$ cat src/rtl/nvs_pkg.sv
package nvs_pkg;

    typedef enum logic [1:0] {
        ST_LOAD = 2'd0,
        ST_IDLE = 2'd1,
        ST_SAVE = 2'd2,
        ST_HOLD = 2'd3
    } nvs_state_e;

    function automatic int unsigned hold_len(input int unsigned clk_hz,
                                             input int unsigned hold_ms,
                                             input int unsigned nregs);
        int unsigned raw;
        raw = (clk_hz / 1000) * hold_ms;
        return (raw > nregs) ? raw : nregs + 1;
    endfunction

endpackage

$ cat src/rtl/nvs_nvarray.sv
module nvs_nvarray #(
    parameter int NUM_REGS = 8,
    parameter int REG_W    = 23,
    parameter int IDX_W    = 3,
    parameter logic [NUM_REGS*REG_W-1:0] INIT = '0
) (
    input  logic                      clk,
    input  logic                      por_n,
    input  logic                      wr_en,
    input  logic [IDX_W-1:0]          wr_idx,
    input  logic [REG_W-1:0]          wr_word,
    input  logic                      set_lock,
    output logic [NUM_REGS*REG_W-1:0] image,
    output logic                      lock_bit
);

    logic [NUM_REGS*REG_W-1:0] cells_q;
    logic                      lock_q;

    always_ff @(posedge clk or negedge por_n) begin
        if (!por_n) begin
            cells_q <= INIT;
        end else if (wr_en) begin
            cells_q[wr_idx*REG_W +: REG_W] <= wr_word;
        end
    end

    always_ff @(posedge clk or negedge por_n) begin
        if (!por_n) begin
            lock_q <= 1'b0;
        end else if (set_lock) begin
            lock_q <= 1'b1;
        end
    end

    assign image    = cells_q;
    assign lock_bit = lock_q;

    // once set, the lock bit is never cleared before the next power-on
    a_r4_lock_persists: assert property (@(posedge clk) disable iff (!por_n)
        lock_q |=> lock_q);

    // a locked array accepts no writes
    a_r7_locked_no_write: assert property (@(posedge clk) disable iff (!por_n)
        lock_q |-> !wr_en);

endmodule

$ cat src/rtl/nvs_regfile.sv
module nvs_regfile #(
    parameter int NUM_REGS = 8,
    parameter int REG_W    = 23,
    parameter int IDX_W    = 3
) (
    input  logic                      clk,
    input  logic                      rst_n,
    input  logic                      load_all,
    input  logic [NUM_REGS*REG_W-1:0] load_image,
    input  logic                      wr_en,
    input  logic [IDX_W-1:0]          wr_idx,
    input  logic [REG_W-1:0]          wr_word,
    output logic [NUM_REGS*REG_W-1:0] image
);

    for (genvar i = 0; i < NUM_REGS; i++) begin : g_reg
        logic [REG_W-1:0] word_q;

        always_ff @(posedge clk or negedge rst_n) begin
            if (!rst_n) begin
                word_q <= '0;
            end else if (load_all) begin
                word_q <= load_image[i*REG_W +: REG_W];
            end else if (wr_en && (wr_idx == IDX_W'(i))) begin
                word_q <= wr_word;
            end
        end

        assign image[i*REG_W +: REG_W] = word_q;
    end

endmodule

$ cat src/rtl/nvs_fsm.sv
module nvs_fsm
    import nvs_pkg::*;
#(
    parameter int NUM_REGS    = 8,
    parameter int IDX_W       = 3,
    parameter int HOLD_CYCLES = 9,
    parameter int CNT_W       = 4
) (
    input  logic             clk,
    input  logic             rst_n,
    input  logic             cmd_save,
    input  logic             cmd_lock,
    input  logic             nv_lock,
    output logic             load_all,
    output logic             host_wr_ok,
    output logic             nv_wr_en,
    output logic [IDX_W-1:0] nv_wr_idx,
    output logic             set_lock,
    output logic             busy,
    output logic             restore_done,
    output logic             locked,
    output logic             err_locked
);

    localparam logic [IDX_W-1:0] LAST_IDX = IDX_W'(NUM_REGS - 1);
    localparam logic [CNT_W-1:0] LAST_CNT = CNT_W'(HOLD_CYCLES - 1);

    nvs_state_e       state_q, state_d;
    logic [IDX_W-1:0] idx_q;
    logic [CNT_W-1:0] cnt_q;
    logic             pend_lock_q;
    logic             lock_q;
    logic             err_q;
    logic             any_cmd;
    logic             accept;
    logic             reject;
    logic             hold_end;

    assign any_cmd  = cmd_save | cmd_lock;
    assign accept   = (state_q == ST_IDLE) && any_cmd && !lock_q;
    assign reject   = (state_q == ST_IDLE) && any_cmd && lock_q;
    assign hold_end = (state_q == ST_HOLD) && (cnt_q == LAST_CNT);

    // next-state logic
    always_comb begin
        state_d = state_q;
        unique case (state_q)
            ST_LOAD: state_d = ST_IDLE;
            ST_IDLE: if (accept)            state_d = ST_SAVE;
            ST_SAVE: if (idx_q == LAST_IDX) state_d = ST_HOLD;
            ST_HOLD: if (hold_end)          state_d = ST_IDLE;
            default: state_d = ST_LOAD;
        endcase
    end

    // state register
    always_ff @(posedge clk or negedge rst_n) begin
        if (!rst_n) begin
            state_q <= ST_LOAD;
        end else begin
            state_q <= state_d;
        end
    end

    // datapath registers steered by the state
    always_ff @(posedge clk or negedge rst_n) begin
        if (!rst_n) begin
            idx_q       <= '0;
            cnt_q       <= '0;
            pend_lock_q <= 1'b0;
            lock_q      <= 1'b0;
            err_q       <= 1'b0;
        end else begin
            idx_q <= (state_q == ST_SAVE) ? idx_q + 1'b1 : '0;
            if (accept) begin
                cnt_q       <= '0;
                pend_lock_q <= cmd_lock;
            end else if (busy) begin
                cnt_q <= cnt_q + 1'b1;
            end
            if (state_q == ST_LOAD) begin
                lock_q <= nv_lock;
            end else if (hold_end && pend_lock_q) begin
                lock_q <= 1'b1;
            end
            if (reject) begin
                err_q <= 1'b1;
            end
        end
    end

    // outputs decoded from the state
    always_comb begin
        load_all     = 1'b0;
        host_wr_ok   = 1'b0;
        nv_wr_en     = 1'b0;
        busy         = 1'b0;
        restore_done = 1'b1;
        unique case (state_q)
            ST_LOAD: begin
                load_all     = 1'b1;
                restore_done = 1'b0;
            end
            ST_IDLE: host_wr_ok = !accept;
            ST_SAVE: begin
                nv_wr_en = 1'b1;
                busy     = 1'b1;
            end
            ST_HOLD: busy = 1'b1;
            default: restore_done = 1'b0;
        endcase
    end

    assign nv_wr_idx  = idx_q;
    assign set_lock   = hold_end && pend_lock_q;
    assign locked     = lock_q;
    assign err_locked = err_q;

    // the hold counter never runs past the window while busy
    a_r5_window_bound: assert property (@(posedge clk) disable iff (!rst_n)
        busy |-> (cnt_q <= LAST_CNT));

    // busy begins exactly on the edge that accepts a save
    a_r5_busy_on_accept: assert property (@(posedge clk) disable iff (!rst_n)
        accept |=> busy);

    // the error flag is sticky until reset
    a_r7_err_sticky: assert property (@(posedge clk) disable iff (!rst_n)
        err_q |=> err_q);

    // the controller's view of the lock never falls while out of reset
    a_r4_view_sticky: assert property (@(posedge clk) disable iff (!rst_n)
        (lock_q && state_q != ST_LOAD) |=> lock_q);

    // no write to the register file is allowed during a save
    a_r6_no_host_write_busy: assert property (@(posedge clk) disable iff (!rst_n)
        busy |-> !host_wr_ok);

endmodule

$ cat src/rtl/nvshadow_ctrl.sv
module nvshadow_ctrl
    import nvs_pkg::*;
#(
    parameter int NUM_REGS = 8,
    parameter int REG_W    = 23,
    parameter int CLK_HZ   = 100_000_000,
    parameter int HOLD_MS  = 50,
    parameter logic [NUM_REGS*REG_W-1:0] NV_INIT = '0
) (
    input  logic                                  clk,
    input  logic                                  por_n,
    input  logic                                  rst_n,
    input  logic                                  cmd_save,
    input  logic                                  cmd_save_lock,
    input  logic                                  host_we,
    input  logic [((NUM_REGS > 1) ? $clog2(NUM_REGS) : 1)-1:0] host_addr,
    input  logic [REG_W-1:0]                      host_wdata,
    output logic [NUM_REGS*REG_W-1:0]             cfg_image,
    output logic                                  busy,
    output logic                                  restore_done,
    output logic                                  locked,
    output logic                                  err_locked
);

    localparam int IDX_W       = (NUM_REGS > 1) ? $clog2(NUM_REGS) : 1;
    localparam int IMG_W       = NUM_REGS * REG_W;
    localparam int HOLD_CYCLES = int'(hold_len(CLK_HZ, HOLD_MS, NUM_REGS));
    localparam int CNT_W       = $clog2(HOLD_CYCLES + 1);

    logic             load_all;
    logic             host_wr_ok;
    logic             nv_wr_en;
    logic [IDX_W-1:0] nv_wr_idx;
    logic             set_lock;
    logic             nv_lock;
    logic [IMG_W-1:0] nv_image;
    logic [IMG_W-1:0] live_image;

    nvs_fsm #(
        .NUM_REGS   (NUM_REGS),
        .IDX_W      (IDX_W),
        .HOLD_CYCLES(HOLD_CYCLES),
        .CNT_W      (CNT_W)
    ) u_fsm (
        .clk         (clk),
        .rst_n       (rst_n),
        .cmd_save    (cmd_save),
        .cmd_lock    (cmd_save_lock),
        .nv_lock     (nv_lock),
        .load_all    (load_all),
        .host_wr_ok  (host_wr_ok),
        .nv_wr_en    (nv_wr_en),
        .nv_wr_idx   (nv_wr_idx),
        .set_lock    (set_lock),
        .busy        (busy),
        .restore_done(restore_done),
        .locked      (locked),
        .err_locked  (err_locked)
    );

    nvs_regfile #(
        .NUM_REGS(NUM_REGS),
        .REG_W   (REG_W),
        .IDX_W   (IDX_W)
    ) u_regs (
        .clk       (clk),
        .rst_n     (rst_n),
        .load_all  (load_all),
        .load_image(nv_image),
        .wr_en     (host_we && host_wr_ok),
        .wr_idx    (host_addr),
        .wr_word   (host_wdata),
        .image     (live_image)
    );

    nvs_nvarray #(
        .NUM_REGS(NUM_REGS),
        .REG_W   (REG_W),
        .IDX_W   (IDX_W),
        .INIT    (NV_INIT)
    ) u_nv (
        .clk     (clk),
        .por_n   (por_n),
        .wr_en   (nv_wr_en),
        .wr_idx  (nv_wr_idx),
        .wr_word (live_image[nv_wr_idx*REG_W +: REG_W]),
        .set_lock(set_lock),
        .image   (nv_image),
        .lock_bit(nv_lock)
    );

    assign cfg_image = live_image;

    // registers hold their reset value until the restore completes
    a_r1_held_until_restore: assert property (@(posedge clk) disable iff (!rst_n)
        !restore_done |-> (cfg_image == '0));

    // the live image does not move during a save window
    a_r6_frozen_while_busy: assert property (@(posedge clk) disable iff (!rst_n)
        (busy && $past(busy)) |-> $stable(cfg_image));

    // each register written to storage matches the live register
    a_r3_save_copies_live: assert property (@(posedge clk) disable iff (!rst_n || !por_n)
        nv_wr_en |=> (nv_image[$past(nv_wr_idx)*REG_W +: REG_W]
                      == live_image[$past(nv_wr_idx)*REG_W +: REG_W]));

endmodule

$ cat config.mk
export PLATFORM = sky130hd
export DESIGN_NAME = nvshadow_ctrl
export DESIGN_NICKNAME = d
export VERILOG_FILES = /design/src/rtl/nvs_pkg.sv /design/src/rtl/nvs_nvarray.sv /design/src/rtl/nvs_regfile.sv /design/src/rtl/nvs_fsm.sv /design/src/rtl/nvshadow_ctrl.sv
export SDC_FILE = /design/constraint.sdc
export NUM_CORES = 1
export LEC_CHECK = 0
export BUFFER_PORTS_ARGS = -buffer_cell sky130_fd_sc_hd__buf_2
export CORE_MARGIN = 2
export CORE_UTILIZATION = 59
export DETAILED_ROUTE_END_ITERATION = 16
export PLACE_DENSITY = 0.88
export SYNTH_ARGS = -nofsm -noshare
export SYNTH_HDL_FRONTEND = slang
export SYNTH_HIERARCHICAL = 1
export SYNTH_SLANG_ARGS = --single-unit
export TNS_END_PERCENT = 10
$ cat constraint.sdc
create_clock -name clk -period 2.8 [get_ports clk]
set_clock_uncertainty 0.1 [all_clocks]
set_input_delay 0.7 -clock clk [delete_from_list [all_inputs] [get_ports clk]]
set_output_delay 0.7 -clock clk [all_outputs]
set_load 0.005 [all_outputs]
==> key figures, run 1 <==
Run status
  • Run status: complete, but fails checks
  • Failing checks: setup timing

Synth
  • Cell taking the most area after synthesis: sky130_fd_sc_hd__dfrtp_1
  • Post-synth cell types: between 50 and 60
  • Mean instance size in the synthesized netlist: roughly 12 µm²
  • Adder-Cell Fraction of Synth Area: 0.00654
  • Fraction of synthesis flops using an asynchronous set or reset pin: 1.00
  • Post-synthesis instance total: 1548
  • Syn Std Cell Area: between 15000 and 20000 µm²
  • #FFs+latches synth: 400
  • Fraction of the yosys area taken by sequential cells: 0.523
  • Xor/xnor cell area share of the yosys netlist: 0.00915
  • Multiplexer fraction of the synthesized cell area: 0.280
  • Largest family of logic cells by synthesized area: multiplexers
  • Synthesized-area fraction occupied by ao, oa, aoi and oai cells: 0.0270
  • Basic-gate share of the synthesized area counting and, or, nand and nor cells: 0.120
  • Share of Yosys cell area claimed by the top area cell type: 0.523
  • Number of synthesized flops with an enable pin: 0
  • Count of yosys warnings during synthesis: 6
  • Area contributors post-synth: sky130_fd_sc_hd__dfrtp_1, sky130_fd_sc_hd__mux2_2, sky130_fd_sc_hd__nand2_1, sky130_fd_sc_hd__mux4_1, sky130_fd_sc_hd__buf_2
  • Net count of the mapped netlist: around 1.6k
  • Most used DFF post-synth: sky130_fd_sc_hd__dfrtp_1

Power and ir drop
  • Leakage power summed over all cells: 11.0 nW
  • Largest vdd supply drop: about 600 µV
  • Internal power: 15.1 mW
  • Part of the power in the clock network: 0.228
  • Relative contribution of sequential cells to total power: 0.374
  • Switching portion of total power: 0.366
  • Total power of the final layout: 23.9 mW
  • Switching power of the nets: approximately 8.7 mW
  • Cell area power density: ~1100 nW/µm²
  • Part of the total power dissipated in combinational logic: 0.398

Final layout
  • Leading cell types in the layout, fill and taps excluded: sky130_fd_sc_hd__dfrtp_1, sky130_fd_sc_hd__nand2_1, sky130_fd_sc_hd__mux2_2
  • Area of the multi-input gates: 8540 µm²
  • Register Area: roughly 10000 µm²
  • # fillers: ~2.0k
  • Share of layout cells above drive strength 1: 0.410
  • Most common cell after layout, fill and taps aside: sky130_fd_sc_hd__dfrtp_1
  • Number of nets in the layout: ~1.8k
  • Number of cells in the finished layout apart from fillers: roughly 2.2k
  • Final non-filler cell area: around 22000 µm²
  • Growth of design area from synthesis to finish: 15.5%

STA
  • Count of pins over their slew limit: 0
  • Slew of the pin with the lowest slew margin: 1.11 ns
  • Final hold violation count: 0
  • Shortest period the worst path allows: 2.83 ns
  • Total setup violations reported at the end of the flow: 22
  • RSZ-0062 raised after global routing: yes
  • Worst-case setup margin in the final layout: -0.0327 ns
  • Max-slew headroom: 0.262
  • Period utilization: 1.01
  • Fmax achieved: 353 MHz

Worst setup path
  • Critical Path Fanout Max: 23
  • Largest stage delay on the critical path: around 0.87 ns
  • WP data arrival: between 3 and 4 ns
  • Type of the worst setup path: reg -> reg
  • Slowest cell on the critical path: sky130_fd_sc_hd__a21oi_4
  • Critical Path Source Type: flop
  • Crit end category: flop
  • Worst-path cell chain: inv_1 -> ha_1 -> nor2b_1 -> and2_1 -> and2b_4 -> a21oi_4 -> mux2_2
  • Data required, critical path: between 3 and 4 ns

Die
  • Initial standard-cell utilization of the core: 0.603
  • Die outline width: ~180 µm
  • I/O pin count: 220
  • Total core area: about 32000 µm²
  • Floorplan die area: approximately 34000 µm²
  • Die Ht: 184 µm
  • Number of placement rows: 65

CTS
  • TritonCTS clock tree: yes
  • H-tree level count: 2
  • Total clock buffers created by CTS: 40
  • Skew-Pair Late Insertion Delay: 0.54 ns
  • Quantity of hold-fixing buffers added after cts: 0
  • Maximum root-to-sink buffer count: 3
  • Clock Root Buffer: sky130_fd_sc_hd__clkbuf_16
  • CTS clk-pin slew, worst paths: around 0.060 ns
  • Number of sinks handled by clock tree synthesis: 400

Placed design
  • Half-perimeter wire length after placement: between 30000 and 40000 µm
  • Count of placed standard cells including taps: roughly 2.1k
  • IO buf count: 219
  • Gp weighted congestion: between 0.9 and 1
  • Placement Cell Area: between 20000 and 25000 µm²

Detailed routing
  • Antenna-violating nets left: 0
  • Number of vias per cell: 6.38
  • Routed wirelength normalized by instance count: around 26 µm
  • 1st-pass router iterations: 7
  • Detailed-route via count: between 10k and 15k
  • Detailed Route Iter0 Violations: 1245
  • DRC errors left: 0
  • Total Routed Length: roughly 56000 µm

GRT
  • Largest net degree at the start of global routing: 62
  • Number of antenna violations at the first check in global routing: 3
  • Via count of the first global-routing pass: between 10k and 15k
  • Global-route wire length before repair: roughly 85000 µm
  • Congestion Overflow GR: 0
  • Aggregate global-route resource usage: 0.332

Worst hold path
  • Path type of the worst min-delay path: in -> async

Run
  • Max-Cap Viols: 0
[cells in the mapped netlist (3+ instances only)]
master and number:
sky130_fd_sc_hd__a21o_1 23, sky130_fd_sc_hd__a21oi_1 27, sky130_fd_sc_hd__a21oi_4 3, sky130_fd_sc_hd__a31oi_4 3, sky130_fd_sc_hd__and2_1 28, sky130_fd_sc_hd__and3_1 23, sky130_fd_sc_hd__buf_2 50, sky130_fd_sc_hd__buf_4 22
sky130_fd_sc_hd__buf_6 9, sky130_fd_sc_hd__clkbuf_1 22, sky130_fd_sc_hd__dfrtp_1 400, sky130_fd_sc_hd__ha_1 10, sky130_fd_sc_hd__inv_1 8, sky130_fd_sc_hd__mux2_1 9, sky130_fd_sc_hd__mux2_2 361, sky130_fd_sc_hd__mux4_1 37
sky130_fd_sc_hd__mux4_2 9, sky130_fd_sc_hd__nand2_1 362, sky130_fd_sc_hd__nand2b_1 25, sky130_fd_sc_hd__nand3_1 8, sky130_fd_sc_hd__nand4_1 4, sky130_fd_sc_hd__nor2_1 27, sky130_fd_sc_hd__nor2b_1 4, sky130_fd_sc_hd__nor3_1 5
sky130_fd_sc_hd__nor4_1 6, sky130_fd_sc_hd__nor4b_1 3, sky130_fd_sc_hd__or2_2 3, sky130_fd_sc_hd__xnor2_1 16, sky130_fd_sc_hd__xor2_1 4
[worst paths after layout]
path                       cells after the start  slack [ns]        startpoint                    endpoint
setup / recovery                               7       -0.03  u_fsm/state_q[1]  u_regs/g_reg[1].word_q[13]
hold / removal                                 1       0.006             rst_n  u_regs/g_reg[5].word_q[21]
setup reg to reg                               7       -0.03  u_fsm/state_q[1]  u_regs/g_reg[1].word_q[13]
hold reg to reg                                1        0.37     u_nv/lock_bit               u_nv/lock_bit
max in group asynchronous                      2        1.81             rst_n  u_regs/g_reg[1].word_q[13]
min in group clk                               2        0.36     cmd_save_lock           u_fsm/pend_lock_q
[critical path: cells and delay by family (launching register included)]
kind	cells	cell delay, ns
compound gates	1	0.87
simple gates	3	0.59
mux	1	0.43
flops	1	0.39
fa+ha+maj	1	0.21
buf+inv	1	0.11
[per-stage QoR]
stage                     setup TNS [ns]   util  hold slack [ns]  setup slack, ns
final                             -0.378  0.697          0.00607          -0.0327
after global routing              -0.293  0.697           0.0342          -0.0267
after CTS                              0  0.696           0.0316           0.0294
after detailed placement           -4.45  0.654            0.360          -0.0857
after global placement            -0.818  0.654            0.346          -0.0307
after floorplan                        0      -            0.304            0.407
[per-layer routing]
layer / track usage / routed length (µm) / part of all wire
met3: 0.0913 / 6130 / 0.11
met2: 0.511 / 25800 / 0.46
met5: 0 / 0 / 0
met1: 0.428 / 20700 / 0.37
met4: 0.189 / 3100 / 0.056
[state kept, by name, summed over array words and instances, names as in the netlist]
name and cells:
u_fsm/cnt_q 23, u_fsm/state_q 2, u_fsm/nv_wr_idx 3, u_regs/g.word_q 184
u_nv/image 184, u_nv/lock_bit 1, u_fsm/pend_lock_q 1, u_fsm/locked 1
u_fsm/err_locked 1
[timing repair]
| action | 4_1_cts | 5_1_grt |
|---|---|---|
| hold endpoints to repair | 0 | 0 |
| gates cloned | 0 | 0 |
| pin swaps | 0 | 2 |
| setup endpoints to repair | 1 | 30 |
| buffers inserted | 0 | 2 |
| resized for setup | 3 | 0 |
[power groups by stage]
stage	Combinational (mW)	Sequential [mW]	Clock [mW]
6_report	9.49	8.93	5.44
4_1_cts	9.23	8.88	5.48
2_1_floorplan	5.33	8.63	0
5_1_grt	9.94	9.09	5.73
3_5_place_dp	9.01	8.93	0
3_3_place_gp	8.67	8.79	0
[cell type report]
| type | instances | area share |
|---|---|---|
| Sequential cell | 400 | 0.453 |
| Multi-Input combinational cell | 1034 | 0.386 |
| Timing Repair Buffer | 266 | 0.0764 |
| Clock buffer | 56 | 0.0539 |
| Tap cell | 402 | 0.0227 |
| Clock inverter | 10 | 0.00583 |
| Inverter | 9 | 0.00158 |
| Antenna cell | 3 | 0.000340 |
[kinds of logic (layout without fill, tap and decap cells)]
group           count (synthesis)  count (layout)
compound gates                 68              68
xor+xnor                       20              20
fa+ha+maj                      10              10
buf+inv                       114             341
flops                         400             400
mux                           418             418
other cells                     0               3
simple gates                  518             518
(Power assumes the default switching activity.)
==> run 2, diff against run 1 <==
--- a/config.mk
+++ b/config.mk
@@ -6,6 +6,7 @@
 export NUM_CORES = 1
 export LEC_CHECK = 0
 export BUFFER_PORTS_ARGS = -buffer_cell sky130_fd_sc_hd__buf_2
+export CORE_ASPECT_RATIO = 0.6
 export CORE_MARGIN = 2
 export CORE_UTILIZATION = 59
 export DETAILED_ROUTE_END_ITERATION = 16
==> constraint.sdc (replaced) <==
create_clock -name clk -period 2.9 [get_ports clk]
set_clock_uncertainty 0.1 [all_clocks]
set_input_delay 0.725 -clock clk [delete_from_list [all_inputs] [get_ports clk]]
set_output_delay 0.725 -clock clk [all_outputs]
set_load 0.005 [all_outputs]
==> key figures, run 2 (synthesis gave the netlist of run 1 again) <==
Worst setup path
  • WP data arrival: approximately 3.1 ns
  • Reg2Reg Depth: 7
  • Critical Path Fanout Max: 23
  • Crit end category: flop
  • Data required, critical path: 3.21 ns
  • Critical Path Source Type: flop
  • Type of the worst setup path: reg -> reg

GRT
  • Largest net degree at the start of global routing: 81
  • Global-route met3 utilization: 0.105
  • Met1 usage: 0.444
  • Via count of the first global-routing pass: about 14k
  • Number of antenna violations at the first check in global routing: 2
  • Aggregate global-route resource usage: 0.320
  • Global routing's busiest layer: met2
  • Met2 global-route usage: 0.473
  • Congestion Overflow GR: 0
  • Global-route wire length before repair: between 80000 and 90000 µm

Placed design
  • IO buf count: 219
  • Place WS: -0.105 ns
  • Half-perimeter wire length after placement: 36200 µm
  • Gp weighted congestion: 0.879
  • Placement Cell Area: about 21000 µm²

CTS
  • H-tree level count: 2
  • Number of sinks handled by clock tree synthesis: 400
  • CTS clk-pin slew, worst paths: around 0.06 ns
  • Post-CTS setup buffer count: 0
  • Clock Root Buffer: sky130_fd_sc_hd__clkbuf_16
  • TritonCTS clock tree: yes
  • Total clock buffers created by CTS: 39
  • Skew-Pair Late Insertion Delay: around 0.56 ns
  • Maximum root-to-sink buffer count: 3

Final layout
  • Growth of design area from synthesis to finish: 16.0%
  • Leading cell types in the layout, fill and taps excluded: sky130_fd_sc_hd__dfrtp_1, sky130_fd_sc_hd__nand2_1, sky130_fd_sc_hd__mux2_2
  • Share of layout cells above drive strength 1: 0.410
  • Number of nets in the layout: 1794
  • Most common cell after layout, fill and taps aside: sky130_fd_sc_hd__dfrtp_1
  • Final non-filler cell area: about 22000 µm²

Power and ir drop
  • Total power of the final layout: around 23 mW
  • Leakage power summed over all cells: around 11 nW
  • Largest vdd supply drop: around 550 µV
  • Cell area power density: a little over 1000 nW/µm²

Run status
  • Run status: complete, no violations

Detailed routing
  • Routed wirelength normalized by instance count: between 20 and 25 µm
  • Antenna-violating nets left: 0
  • Number of vias per cell: between 6 and 7
  • Detailed Route Iter0 Violations: around 1.2k
  • Detailed-route via count: about 14k
  • 1st-pass router iterations: 6
  • Total Routed Length: ~54000 µm
  • DRC errors left: 0

STA
  • Final hold violation count: 0
  • Shortest period the worst path allows: between 2 and 3 ns
  • RSZ-0062 raised after global routing: no
  • Worst-case setup margin in the final layout: approximately 0.086 ns
  • Count of pins over their slew limit: 0
  • Fmax achieved: approximately 360 MHz
  • Period utilization: 0.970
  • Max-slew headroom: 0.197
  • Slew of the pin with the lowest slew margin: 1.20 ns
  • Post-Route Setup TNS: 0 ns
  • Total setup violations reported at the end of the flow: 0
  • Hold slack final: 0.0958 ns

Die
  • Die Ht: approximately 140 µm
  • Floorplan die area: 33900 µm²
  • I/O pin count: between 200 and 250
  • Initial standard-cell utilization of the core: 0.595
  • Die outline width: between 200 and 250 µm
  • Number of placement rows: 51
  • Total core area: about 32000 µm²

Worst hold path
  • Path type of the worst min-delay path: in -> async

Run
  • Max-Cap Viols: 0
## run 2: cell count changes in the layout (fill, tap and decap cells not counted), moves of 2 or more
cell | previous run | this run
sky130_fd_sc_hd__inv_8 | 0 | 2
sky130_fd_sc_hd__clkbuf_16 | 41 | 39
sky130_fd_sc_hd__clkinv_8 | 0 | 2
sky130_fd_sc_hd__bufinv_16 | 3 | 5
sky130_fd_sc_hd__clkbuf_8 | 11 | 9
sky130_fd_sc_hd__diode_2 | 3 | 1
## run 2: metal layers
| layer | up-vias | part of all wire |
|---|---|---|
| met4 | 2 | 0.032 |
| met2 | 725 | 0.44 |
| li1 | 5764 | - |
| met3 | 133 | 0.11 |
| met5 | - | 0.00024 |
| met1 | 6889 | 0.41 |
## run 2: stage by stage
stage | utilization | instances
2_1_floorplan | - | 1548
3_3_place_gp | 0.648 | 2134
3_5_place_dp | 0.648 | 2134
4_1_cts | 0.690 | 2202
5_1_grt | 0.690 | 2203
6_report | 0.690 | 2203
## run 2: what timing repair did
item	4_1_cts	5_1_grt
hold buffers	1	0
endpoints found under the hold margin	5	0
gates resized for setup	1	1
endpoints found under the setup margin	1	1
pin swaps	0	0
## run 2: final cells by class
class | instances | area [µm²]
Multi-Input combinational cell | 1034 | 8560
Antenna cell | 1 | 2.50
Tap cell | 424 | 531
Clock inverter | 15 | 239
Inverter | 9 | 35.0
Clock buffer | 52 | 1100
Sequential cell | 400 | 10000
Timing Repair Buffer | 268 | 1710
Fill cell | 2084 | 9960
## run 2: worst max-delay path, stage by stage, from the launching register on
cell and delay, ns:
sky130_fd_sc_hd__dfrtp_1 0.39, sky130_fd_sc_hd__inv_1 0.11, sky130_fd_sc_hd__ha_1 0.20, sky130_fd_sc_hd__nor2b_1 0.14, sky130_fd_sc_hd__and2_1 0.17, sky130_fd_sc_hd__and2b_4 0.22
sky130_fd_sc_hd__a21oi_4 0.92, sky130_fd_sc_hd__mux2_2 0.44
## run 2: report_power, final
part,switching [mW],total [mW],internal (mW)
Clock,2.23,5.38,3.15
Combinational,4.83,9.06,4.23
Sequential,1.35,8.60,7.25
## run 2: worst paths after layout
| path | startpoint | end | slack (ns) |
|---|---|---|---|
| hold reg to reg | u_fsm/err_locked | u_fsm/err_locked | 0.37 |
| hold / removal | por_n | u_nv/image[111] | 0.1 |
| min in group clk | cmd_save | u_fsm/err_locked | 0.36 |
| setup / recovery | u_fsm/state_q[1] | u_regs/g_reg[2].word_q[0] | 0.09 |
| setup reg to reg | u_fsm/state_q[1] | u_regs/g_reg[2].word_q[0] | 0.09 |
| max in group asynchronous | rst_n | u_fsm/nv_wr_idx[2] | 1.24 |
==> run 3, diff against run 2 <==
==> constraint.sdc (replaced) <==
create_clock -name clk -period 2.6 [get_ports clk]
set_clock_uncertainty 0.1 [all_clocks]
set_input_delay 0.65 -clock clk [delete_from_list [all_inputs] [get_ports clk]]
set_output_delay 0.65 -clock clk [all_outputs]
set_load 0.005 [all_outputs]
==> key figures, run 3 (synthesis gave the netlist of run 1 again) <==
GRT
  • Via count of the first global-routing pass: approximately 15k
  • Largest net degree at the start of global routing: approximately 70
  • Aggregate global-route resource usage: 0.344
  • Number of antenna violations at the first check in global routing: 3
  • Congestion Overflow GR: 0
  • Global-route wire length before repair: just under 90000 µm

CTS
  • Clock Root Buffer: sky130_fd_sc_hd__clkbuf_16
  • Number of sinks handled by clock tree synthesis: 400
  • Skew-Pair Late Insertion Delay: between 0.5 and 0.6 ns
  • Maximum root-to-sink buffer count: 3
  • H-tree level count: 2
  • TritonCTS clock tree: yes
  • CTS clk-pin slew, worst paths: roughly 0.060 ns
  • Total clock buffers created by CTS: 38

Run status
  • Failing checks: setup timing
  • Run status: complete, but fails checks

Power and ir drop
  • Leakage power summed over all cells: 11.0 nW
  • Switching power of the nets: 9.66 mW
  • Internal power: 16.0 mW
  • Total power of the final layout: about 26 mW
  • Switching portion of total power: 0.376
  • Cell area power density: approximately 1200 nW/µm²
  • Part of the power in the clock network: 0.216
  • Largest vdd supply drop: 634 µV
  • Part of the total power dissipated in combinational logic: 0.406
  • Relative contribution of sequential cells to total power: 0.378

Final layout
  • # fillers: between 2k and 2.5k
  • Share of layout cells above drive strength 1: 0.420
  • Number of nets in the layout: about 1.8k
  • Growth of design area from synthesis to finish: 16.3%
  • Fraction of the core area covered by cells at the end of the flow: 0.692
  • Final non-filler cell area: between 20000 and 25000 µm²
  • Most common cell after layout, fill and taps aside: sky130_fd_sc_hd__dfrtp_1
  • Leading cell types in the layout, fill and taps excluded: sky130_fd_sc_hd__dfrtp_1, sky130_fd_sc_hd__nand2_1, sky130_fd_sc_hd__mux2_2

Detailed routing
  • Antenna-violating nets left: 0
  • Detailed Route Iter0 Violations: between 1.5k and 2k
  • Number of vias per cell: between 6 and 7
  • DRC errors left: 0
  • Detailed-route via count: between 10k and 15k
  • Total Routed Length: 58500 µm
  • 1st-pass router iterations: 6
  • Routed wirelength normalized by instance count: ~26 µm

Worst setup path
  • CP bufs+invs: 0
  • Critical Path Source Type: flop
  • Family with the most delay on the worst path: compound AO/OA/AOI/OAI gates
  • Data required, critical path: slightly below 3 ns
  • Worst-path cell chain: o21ba_2 -> nor2b_1 -> and2_1 -> and2b_4 -> a21oi_4 -> mux2_2
  • Critical Path Fanout Max: 23
  • Type of the worst setup path: reg -> reg
  • Origin of the worst setup path: u_fsm/locked
  • Crit end category: flop
  • Largest stage delay on the critical path: around 0.91 ns
  • WP data arrival: between 3 and 4 ns
  • Slowest cell on the critical path: sky130_fd_sc_hd__a21oi_4
  • Source of the worst register-to-register timing path: u_fsm/locked

Placed design
  • Gp weighted congestion: slightly above 0.9
  • IO buf count: about 220
  • Place WS: -0.337 ns
  • Half-perimeter wire length after placement: between 30000 and 40000 µm
  • Placement Cell Area: ~21000 µm²

Die
  • Initial standard-cell utilization of the core: 0.595
  • Floorplan die area: 33900 µm²
  • Die Ht: ~140 µm
  • I/O pin count: 220
  • Number of placement rows: between 50 and 60
  • Total core area: between 30000 and 40000 µm²
  • Die outline width: about 240 µm

STA
  • Period utilization: 1.06
  • Max-slew headroom: 0.188
  • Slew of the pin with the lowest slew margin: around 1.2 ns
  • Total setup violations reported at the end of the flow: 34
  • RSZ-0062 raised after global routing: yes
  • Shortest period the worst path allows: 2.76 ns
  • Fmax achieved: about 360 MHz
  • Worst-case setup margin in the final layout: -0.162 ns
  • Final hold violation count: 0
  • Post-Route Setup TNS: -4.59 ns
  • Count of pins over their slew limit: 0

Worst hold path
  • Startpoint of the tightest hold check path: cmd_save
  • Path type of the worst min-delay path: in -> reg

Run
  • Max-Cap Viols: 0
-- run 3: cell types whose count changed in the layout (fill, tap and decap cells not counted), sizes merged --
cell         delta
inv             -2
buf            +19
diode           +1
clkbuf          -2
clkinv          +3
bufinv          -3
a21oi           +2
dlygate4sd3     +1
clkinvlp        +1
-- run 3: final cells by class --
type,count,area (µm²),share of cell area
timing repair buffer,288,1850,0.0829
tap,424,531,0.0238
clock buffer,50,1070,0.0480
inverter,9,33.8,0.00152
clock inverter,14,149,0.00669
multi-input combinational,1036,8600,0.387
antenna,2,5.00,0.000225
sequential,400,10000,0.450
-- run 3: what timing repair did --
item,CTS,global route
hold buffers,2,0
buffers inserted,1,0
resized for setup,3,12
pin swaps,4,2
gates cloned,1,1
setup endpoints to repair,72,137
hold endpoints to repair,75,0
-- run 3: power by group through the flow --
stage | registers, mW | logic, mW | clock network [mW]
final | 9.72 | 10.4 | 5.55
after global routing | 9.89 | 11.0 | 5.82
after CTS | 9.64 | 10.1 | 5.58
after detailed placement | 9.70 | 9.87 | 0
after global placement | 9.55 | 9.49 | 0
after floorplan | 9.29 | 5.74 | 0
-- run 3: worst min-delay path: stages --
cell                       delay, ns
sky130_fd_sc_hd__buf_2          0.09
sky130_fd_sc_hd__o211ai_1       0.07
sky130_fd_sc_hd__nand2b_1       0.07
-- run 3: through the flow --
| stage | hold slack (ns) | cells |
|---|---|---|
| after detailed placement | 0.360 | 2152 |
| final | 0.278 | 2223 |
| after floorplan | 0.254 | 1548 |
| after CTS | 0.276 | 2220 |
| after global placement | 0.352 | 2152 |
| after global routing | 0.296 | 2222 |
-- run 3: path summary, 6_finish.rpt --
kind | to | slack (ns) | cells after the start
min in group asynchronous | u_regs/g_reg[3].word_q[17] | 0.50 | 2
max reg2reg | u_regs/g_reg[1].word_q[4] | -0.16 | 6
max in group asynchronous | u_nv/image[33] | 1.11 | 3
min reg2reg | u_fsm/err_locked | 0.38 | 1
max | u_regs/g_reg[1].word_q[4] | -0.16 | 6
min | u_fsm/err_locked | 0.28 | 3
-- run 3: layer usage --
| layer | vias up | GRT usage | routed length [µm] |
|---|---|---|---|
| met2 | 963 | 0.509 | 25600 |
| met5 | - | 0 | 13 |
| met3 | 221 | 0.107 | 7100 |
| met4 | 2 | 0.157 | 2720 |
| li1 | 5812 | - | - |
| met1 | 7086 | 0.468 | 23000 |
